===== src/rtl/sio_pkg.sv =====
package sio_pkg;

    typedef enum logic [0:0] {
        TX_IDLE,
        TX_SEND
    } tx_state_t;

    typedef enum logic [1:0] {
        RX_IDLE,
        RX_START,
        RX_DATA,
        RX_STOP
    } rx_state_t;

    // register addresses
    localparam logic ADDR_CTRL = 1'b0;
    localparam logic ADDR_DATA = 1'b1;

    // control register bit positions
    localparam int CB_MODE9   = 0;
    localparam int CB_RXEN    = 1;
    localparam int CB_TXB9    = 2;
    localparam int CB_RXB9    = 3;
    localparam int CB_IRQEN   = 4;
    localparam int CB_TXDONE  = 5;
    localparam int CB_RXDONE  = 6;

endpackage


===== src/rtl/sio_tx.sv =====
module sio_tx
    import sio_pkg::*;
#(
    parameter int DATA_W = 8,
    parameter int OSR    = 16
) (
    input  logic              clk,
    input  logic              rst_n,
    input  logic              tick,
    input  logic              load,
    input  logic [DATA_W-1:0] load_data,
    input  logic              mode9,
    input  logic              bit9,
    output logic              txd,
    output logic              busy,
    output logic              fin
);
    localparam int SH_W  = DATA_W + 4;
    localparam int CNT_W = $clog2(OSR);
    localparam logic [CNT_W-1:0] CNT_LAST = CNT_W'(OSR - 1);

    tx_state_t         state_q, state_n;
    logic [SH_W-1:0]   shreg_q, shreg_n;
    logic [CNT_W-1:0]  cnt_q, cnt_n;
    logic [SH_W-1:0]   frame8, frame9;

    // marker 1 sits above the stop bit; shifting in zeros leaves it alone at the end
    assign frame8 = {1'b0, 1'b1, 1'b1, load_data, 1'b0};
    assign frame9 = {1'b1, 1'b1, bit9, load_data, 1'b0};

    always_ff @(posedge clk or negedge rst_n) begin
        if (!rst_n) begin
            state_q <= TX_IDLE;
            shreg_q <= '0;
            cnt_q   <= '0;
        end else begin
            state_q <= state_n;
            shreg_q <= shreg_n;
            cnt_q   <= cnt_n;
        end
    end

    always_comb begin
        state_n = state_q;
        shreg_n = shreg_q;
        cnt_n   = cnt_q;
        fin     = 1'b0;
        unique case (state_q)
            TX_IDLE: begin
                if (load) begin
                    shreg_n = mode9 ? frame9 : frame8;
                    cnt_n   = '0;
                    state_n = TX_SEND;
                end
            end
            TX_SEND: begin
                if (tick) begin
                    if (cnt_q == CNT_LAST) begin
                        cnt_n   = '0;
                        shreg_n = shreg_q >> 1;
                        if (shreg_n[SH_W-1:1] == '0) begin
                            state_n = TX_IDLE;
                            fin     = 1'b1;
                        end
                    end else begin
                        cnt_n = cnt_q + 1'b1;
                    end
                end
            end
            default: state_n = TX_IDLE;
        endcase
    end

    assign busy = (state_q == TX_SEND);
    assign txd  = busy ? shreg_q[0] : 1'b1;

endmodule


===== src/rtl/sio_rx.sv =====
module sio_rx
    import sio_pkg::*;
#(
    parameter int DATA_W = 8,
    parameter int OSR    = 16
) (
    input  logic              clk,
    input  logic              rst_n,
    input  logic              tick,
    input  logic              rxd,
    input  logic              enable,
    input  logic              mode9,
    output logic              fin,
    output logic [DATA_W-1:0] data_out,
    output logic              bit9_out
);
    localparam int SH_W  = DATA_W + 1;
    localparam int CNT_W = $clog2(OSR);
    localparam int IDX_W = $clog2(DATA_W + 2);
    localparam logic [CNT_W-1:0] CNT_LAST = CNT_W'(OSR - 1);
    localparam logic [CNT_W-1:0] CNT_MID  = CNT_W'(OSR / 2 - 1);

    rx_state_t        state_q, state_n;
    logic [SH_W-1:0]  sh_q, sh_n;
    logic [CNT_W-1:0] cnt_q, cnt_n;
    logic [IDX_W-1:0] idx_q, idx_n;
    logic             sync1_q, line_q, prev_q;
    logic             fall;
    logic [IDX_W-1:0] idx_last;

    assign fall     = prev_q & ~line_q;
    assign idx_last = mode9 ? IDX_W'(DATA_W) : IDX_W'(DATA_W - 1);

    always_ff @(posedge clk or negedge rst_n) begin
        if (!rst_n) begin
            sync1_q <= 1'b1;
            line_q  <= 1'b1;
            prev_q  <= 1'b1;
            state_q <= RX_IDLE;
            sh_q    <= '0;
            cnt_q   <= '0;
            idx_q   <= '0;
        end else begin
            sync1_q <= rxd;
            line_q  <= sync1_q;
            prev_q  <= line_q;
            state_q <= state_n;
            sh_q    <= sh_n;
            cnt_q   <= cnt_n;
            idx_q   <= idx_n;
        end
    end

    always_comb begin
        state_n = state_q;
        sh_n    = sh_q;
        cnt_n   = cnt_q;
        idx_n   = idx_q;
        fin     = 1'b0;
        if (!enable) begin
            state_n = RX_IDLE;
        end else begin
            unique case (state_q)
                RX_IDLE: begin
                    if (fall) begin
                        cnt_n   = '0;
                        state_n = RX_START;
                    end
                end
                RX_START: begin
                    if (tick) begin
                        if (cnt_q == CNT_MID) begin
                            cnt_n   = '0;
                            idx_n   = '0;
                            state_n = line_q ? RX_IDLE : RX_DATA;
                        end else begin
                            cnt_n = cnt_q + 1'b1;
                        end
                    end
                end
                RX_DATA: begin
                    if (tick) begin
                        if (cnt_q == CNT_LAST) begin
                            cnt_n = '0;
                            sh_n  = {line_q, sh_q[SH_W-1:1]};
                            if (idx_q == idx_last) begin
                                state_n = RX_STOP;
                            end else begin
                                idx_n = idx_q + 1'b1;
                            end
                        end else begin
                            cnt_n = cnt_q + 1'b1;
                        end
                    end
                end
                RX_STOP: begin
                    if (tick) begin
                        if (cnt_q == CNT_LAST) begin
                            cnt_n   = '0;
                            fin     = line_q;
                            state_n = RX_IDLE;
                        end else begin
                            cnt_n = cnt_q + 1'b1;
                        end
                    end
                end
                default: state_n = RX_IDLE;
            endcase
        end
    end

    assign data_out = mode9 ? sh_q[DATA_W-1:0] : sh_q[SH_W-1:1];
    assign bit9_out = sh_q[SH_W-1];

endmodule


===== src/rtl/sio_ctrl.sv =====
module sio_ctrl
    import sio_pkg::*;
#(
    parameter int DATA_W = 8
) (
    input  logic              clk,
    input  logic              rst_n,
    input  logic              wr_en,
    input  logic              addr,
    input  logic [DATA_W-1:0] wdata,
    input  logic              tx_fin,
    input  logic              rx_fin,
    input  logic [DATA_W-1:0] rx_data,
    input  logic              rx_bit9,
    output logic [DATA_W-1:0] rdata,
    output logic              mode9,
    output logic              rx_en,
    output logic              tx_bit9,
    output logic              tx_load,
    output logic              irq_en,
    output logic              tx_done,
    output logic              rx_done
);
    localparam int PAD_W = DATA_W - 7;

    logic              ctrl_wr;
    logic              rx_b9_q;
    logic [DATA_W-1:0] rxbuf_q;

    assign ctrl_wr = wr_en && (addr == ADDR_CTRL);
    assign tx_load = wr_en && (addr == ADDR_DATA);

    always_ff @(posedge clk or negedge rst_n) begin
        if (!rst_n) begin
            mode9   <= 1'b0;
            rx_en   <= 1'b0;
            tx_bit9 <= 1'b0;
            irq_en  <= 1'b0;
            rx_b9_q <= 1'b0;
            tx_done <= 1'b0;
            rx_done <= 1'b0;
            rxbuf_q <= '0;
        end else begin
            if (ctrl_wr) begin
                mode9   <= wdata[CB_MODE9];
                rx_en   <= wdata[CB_RXEN];
                tx_bit9 <= wdata[CB_TXB9];
                irq_en  <= wdata[CB_IRQEN];
            end
            // hardware events win over a same-cycle software write
            if (rx_fin && mode9)  rx_b9_q <= rx_bit9;
            else if (ctrl_wr)     rx_b9_q <= wdata[CB_RXB9];
            if (tx_fin)           tx_done <= 1'b1;
            else if (ctrl_wr)     tx_done <= wdata[CB_TXDONE];
            if (rx_fin)           rx_done <= 1'b1;
            else if (ctrl_wr)     rx_done <= wdata[CB_RXDONE];
            if (rx_fin)           rxbuf_q <= rx_data;
        end
    end

    always_comb begin
        if (addr == ADDR_DATA) begin
            rdata = rxbuf_q;
        end else begin
            rdata = {{PAD_W{1'b0}}, rx_done, tx_done, irq_en, rx_b9_q,
                     tx_bit9, rx_en, mode9};
        end
    end

endmodule


===== src/rtl/sio_port.sv =====
module sio_port
    import sio_pkg::*;
#(
    parameter int DATA_W = 8,
    parameter int OSR    = 16
) (
    input  logic              clk,
    input  logic              rst_n,
    input  logic              tick16,
    input  logic              wr_en,
    input  logic              addr,
    input  logic [DATA_W-1:0] wdata,
    output logic [DATA_W-1:0] rdata,
    input  logic              rxd,
    output logic              txd,
    output logic              irq
);
    logic              mode9, rx_en, tx_bit9, tx_load, irq_en;
    logic              tx_done, rx_done;
    logic              tx_busy, tx_fin, rx_fin, rx_bit9;
    logic [DATA_W-1:0] rx_data;

    sio_ctrl #(.DATA_W(DATA_W)) u_ctrl (
        .clk     (clk),
        .rst_n   (rst_n),
        .wr_en   (wr_en),
        .addr    (addr),
        .wdata   (wdata),
        .tx_fin  (tx_fin),
        .rx_fin  (rx_fin),
        .rx_data (rx_data),
        .rx_bit9 (rx_bit9),
        .rdata   (rdata),
        .mode9   (mode9),
        .rx_en   (rx_en),
        .tx_bit9 (tx_bit9),
        .tx_load (tx_load),
        .irq_en  (irq_en),
        .tx_done (tx_done),
        .rx_done (rx_done)
    );

    sio_tx #(.DATA_W(DATA_W), .OSR(OSR)) u_tx (
        .clk       (clk),
        .rst_n     (rst_n),
        .tick      (tick16),
        .load      (tx_load),
        .load_data (wdata),
        .mode9     (mode9),
        .bit9      (tx_bit9),
        .txd       (txd),
        .busy      (tx_busy),
        .fin       (tx_fin)
    );

    sio_rx #(.DATA_W(DATA_W), .OSR(OSR)) u_rx (
        .clk      (clk),
        .rst_n    (rst_n),
        .tick     (tick16),
        .rxd      (rxd),
        .enable   (rx_en),
        .mode9    (mode9),
        .fin      (rx_fin),
        .data_out (rx_data),
        .bit9_out (rx_bit9)
    );

    assign irq = irq_en & (tx_done | rx_done);

endmodule


===== config.mk =====
export PLATFORM = sky130hd
export DESIGN_NAME = sio_port
export DESIGN_NICKNAME = d
export VERILOG_FILES = /design/src/rtl/sio_pkg.sv /design/src/rtl/sio_tx.sv /design/src/rtl/sio_rx.sv /design/src/rtl/sio_ctrl.sv /design/src/rtl/sio_port.sv
export SDC_FILE = /design/constraint.sdc
export NUM_CORES = 1
export LEC_CHECK = 0
export BUFFER_PORTS_ARGS = -buffer_cell sky130_fd_sc_hd__buf_2
export CORE_MARGIN = 3
export CORE_UTILIZATION = 60
export CTS_BUF_LIST = sky130_fd_sc_hd__clkbuf_2
export DETAILED_ROUTE_END_ITERATION = 8
export PLACE_DENSITY = 0.82
export SLEW_MARGIN = 20
export SYNTH_ARGS = -nofsm -noshare
export SYNTH_HDL_FRONTEND = slang
export SYNTH_SLANG_ARGS = --single-unit

===== constraint.sdc =====
create_clock -name clk -period 2.35 [get_ports clk]
set_clock_uncertainty 0.05 [all_clocks]
set_input_delay 0 -clock clk [delete_from_list [all_inputs] [get_ports clk]]
set_output_delay 0 -clock clk [all_outputs]
set_load 0.03 [all_outputs]

==> implementation parameters <==
Parameter                              Value

Status
  Result of the run    finished clean

Power and ir drop
  Worst ir drop on vdd    0.5014 mV
  Power per standard cell area    746.6 nW/um^2
  Reported leakage power    0.001497 uW

Yosys
  Count of state elements after synthesis    54
  Synth Cell Area    2724 um^2
  Synth Net Count    265
  Number of warnings printed during yosys synthesis    0
  Register area share after synthesis    0.4975
  Number of enable flip-flop cells after synthesis    0
  Count of distinct cell types in the synthesized netlist    45
  Average cell area after synthesis    10.98 um^2
  Syn Inst Count    248
  Fraction of registers with async set/reset    1.000
  Most used flip-flop cell after synthesis    sky130_fd_sc_hd__dfrtp_1

GRT
  Vias in the first global route    2014
  Pin count of the biggest net entering global routing    35
  Global-route wire length before repair    9377 um
  Initial antenna violation count    0
  Final global-route overflow total    0
  Global Route Usage Sum    0.2228

Routing
  Via count    1981
  DRC Markers    0
  Number of DRC violations after detailed-routing iteration 0    208
  Via density per instance    5.896
  First-pass iteration count of the detailed router    4
  Residual antenna-violating net count after detailed routing    0
  Post-detailed-route wirelength per cell    15.53 um
  Final wirelength    5218 um

Floorplanning
  Die area    5384 um^2
  Number of top-level pins    24
  Chip Height    73.38 um
  Effective utilization at floorplan    0.6528
  Placement Rows    23
  Die span in x    73.38 um
  Core Area    4173 um^2

STA
  Final worst path period need    1.941 ns
  Worst relative slew slack    0.4003
  Slack of the critical path    0.4094 ns
  Max-slew violation total from the final report    0
  Post-Route Setup TNS    0 ns
  Post-route fraction of the period consumed by the critical path    0.8258
  Final hold vios    0
  Maximum clock frequency    0.5153 GHz
  Final-report setup violation count    0
  Setup repair after global routing missed its margin    no
  Pin slew with the least headroom to its limit    0.8965 ns

Clock tree
  CTS tree    yes
  Number of levels in the clock H-tree    2
  Num CTS Buffers    5
  Number of sinks on the clock net    54
  Clock slew seen by the registers of the worst setup and hold paths    0.25 ns
  Maximum clock path buffer count    2
  Skew-Pair Late Insertion Delay    0.42 ns
  Post-CTS setup buffer count    0
  CTS root buffer    sky130_fd_sc_hd__clkbuf_2

Critical path
  Delay contributed by the slowest stage of the critical path    0.45 ns
  CP cell instances    ha_1, nand4_2, nor2_2, nand3_2, mux2_1
  Worst path arrival time    2.23 ns
  R2r worst-path depth    5
  Critical Path Source Type    flop
  Worst reg2reg startpoint    u_rx.cnt_q[0]
  Crit Path Max Fanout    9
  Reg-to-reg slack, setup    0.41 ns
  Crit. End Element    flop
  Cell with the biggest individual delay on the critical path    sky130_fd_sc_hd__dfrtp_1
  Path type of the worst setup path    reg2reg
  Data required, critical path    2.64 ns
  Crit Reg-Reg Endpoint    u_ctrl.rxbuf_q[1]

Worst hold path
  Class of the worst hold path    in2reg
  Number of instances on the worst hold path    3
  End of the worst hold path    u_tx.cnt_q[2]
  Hold path start    addr

Final layout
  Area Overhead vs Synth    13.46%
  Non-filler cells in the finished layout    336
  Fraction of layout cells with a size suffix above 1    0.2238
  Total number of nets in the final design    302
  Count of inserted antenna diode cells    0

Flow run
  MaxCap Viol Count    0

Placement
  Pre-CTS setup slack    0.4434 ns
  Routability congestion estimate from global placement    0.7870
  HPWL after detailed placement    3502 um
  Count of placed standard cells including taps    314
  IO Port Bufs    23
[synth_stat cells (5+ instances only)]
master	n	area, um^2
sky130_fd_sc_hd__dfrtp_1	51	1276
sky130_fd_sc_hd__mux2_1	19	214.0
sky130_fd_sc_hd__mux2_2	19	214.0
sky130_fd_sc_hd__nand2_1	19	71.32
sky130_fd_sc_hd__nor2_1	17	63.81
sky130_fd_sc_hd__nand3_1	13	65.06
sky130_fd_sc_hd__a21oi_1	12	60.06
sky130_fd_sc_hd__mux2i_1	12	120.1
sky130_fd_sc_hd__clkbuf_1	9	33.78
sky130_fd_sc_hd__nand2b_1	7	43.79
sky130_fd_sc_hd__o21ai_1	7	35.03
sky130_fd_sc_hd__o21ai_0	6	30.03
sky130_fd_sc_hd__inv_1	5	18.77
[area by class of cell]
cell class	instances	area, um^2
well taps	50	62.56
fillers	268	1082
multi-input cells	177	1296
clock buffers	5	25.02
flip-flops and latches	54	1355
repair buffers	42	292.8
inverters	5	18.77
clock inverters	3	40.04
[metal layers]
layer	global-route usage	up-vias	wire length (um)
met5	0	-	0
met4	0.05231	0	34
met3	0.04378	4	238
met2	0.3625	57	2547
met1	0.3102	952	2398
li1	-	968	-
[logic make-up after synthesis]
kind of cell    after synthesis  share of synthesized area
xor+xnor                      2                   0.006432
simple gates                 83                     0.1608
buf+inv                      17                    0.02664
fa+ha+maj                     3                    0.01378
mux                          50                     0.2012
flops                        54                     0.4975
compound gates               39                    0.09371
[state kept, by name, summed over array words and instances (netlist names), 2 cells and up]
signal,cells
u_rx.state_q,2
u_tx.cnt_q,4
u_ctrl.rxbuf_q,8
u_rx.cnt_q,4
u_tx.shreg_q,12
u_rx.sh_q,9
u_rx.idx_q,4
[worst max path at each step]
stage | from | endpoint | slack (ns) | cells after the start
3_3_place_gp | u_rx.cnt_q[0] | u_ctrl.rxbuf_q[4] | 0.51 | 5
3_5_place_dp | u_rx.cnt_q[0] | u_ctrl.rxbuf_q[4] | 0.44 | 5
6_report | u_rx.cnt_q[0] | u_ctrl.rxbuf_q[1] | 0.41 | 5
5_1_grt | u_rx.cnt_q[0] | u_ctrl.rxbuf_q[4] | 0.24 | 5
2_1_floorplan | u_rx.cnt_q[0] | u_rx.sh_q[0] | 0.65 | 5
4_1_cts | u_rx.cnt_q[0] | u_ctrl.rxbuf_q[4] | 0.40 | 5
[worst max-delay path: cells and delay by family (launching register included)]
kind	cells	cell delay, ns
flip-flops	1	0.45
AND/OR/NAND/NOR	3	0.75
adder cells (fa/ha/maj)	1	0.21
multiplexers	1	0.41
[where the power goes]
group,switching (uW),internal [uW]
clock,280,176
combinational,287,249
sequential,197,1120
total,764,1540
[cells in the final DEF, fill, tap and decap left out, types with 3 or more instances in the layout]
cell and instances:
sky130_fd_sc_hd__buf_2 23, sky130_fd_sc_hd__ha_1 3, sky130_fd_sc_hd__dlygate4sd3_1 14, sky130_fd_sc_hd__clkbuf_2 5, sky130_fd_sc_hd__buf_4 5, sky130_fd_sc_hd__dfstp_2 3, sky130_fd_sc_hd__nand4_1 3, sky130_fd_sc_hd__o21ai_0 6
sky130_fd_sc_hd__nand3_1 13, sky130_fd_sc_hd__nor3_1 4, sky130_fd_sc_hd__o21a_1 3, sky130_fd_sc_hd__nand2b_1 7, sky130_fd_sc_hd__nor2_1 17, sky130_fd_sc_hd__nand2_1 19, sky130_fd_sc_hd__mux2i_1 12, sky130_fd_sc_hd__and2_1 4
sky130_fd_sc_hd__mux2_1 19, sky130_fd_sc_hd__mux2_2 19, sky130_fd_sc_hd__inv_1 5, sky130_fd_sc_hd__a21oi_1 12, sky130_fd_sc_hd__dfrtp_1 51, sky130_fd_sc_hd__o21ai_1 7
[through the flow]
step                area, um^2    util  total power [uW]  hold slack, ns
detailed placement        2885  0.6915              1846        -0.05280
floorplan                 2724       -              1691         -0.3456
finish                    3090  0.7406              2307         0.07883
global route              3090  0.7406              2476         0.05402
CTS                       3090  0.7406              2320         0.02867
global placement          2885  0.6915              1823        -0.06469
[repair_timing]
item / in CTS / in global routing
hold buffers: 14 / 0
hold endpoints to repair: 79 / 0
resized for setup: 0 / 0
No activity file was read; power rests on OpenSTA's default activity.
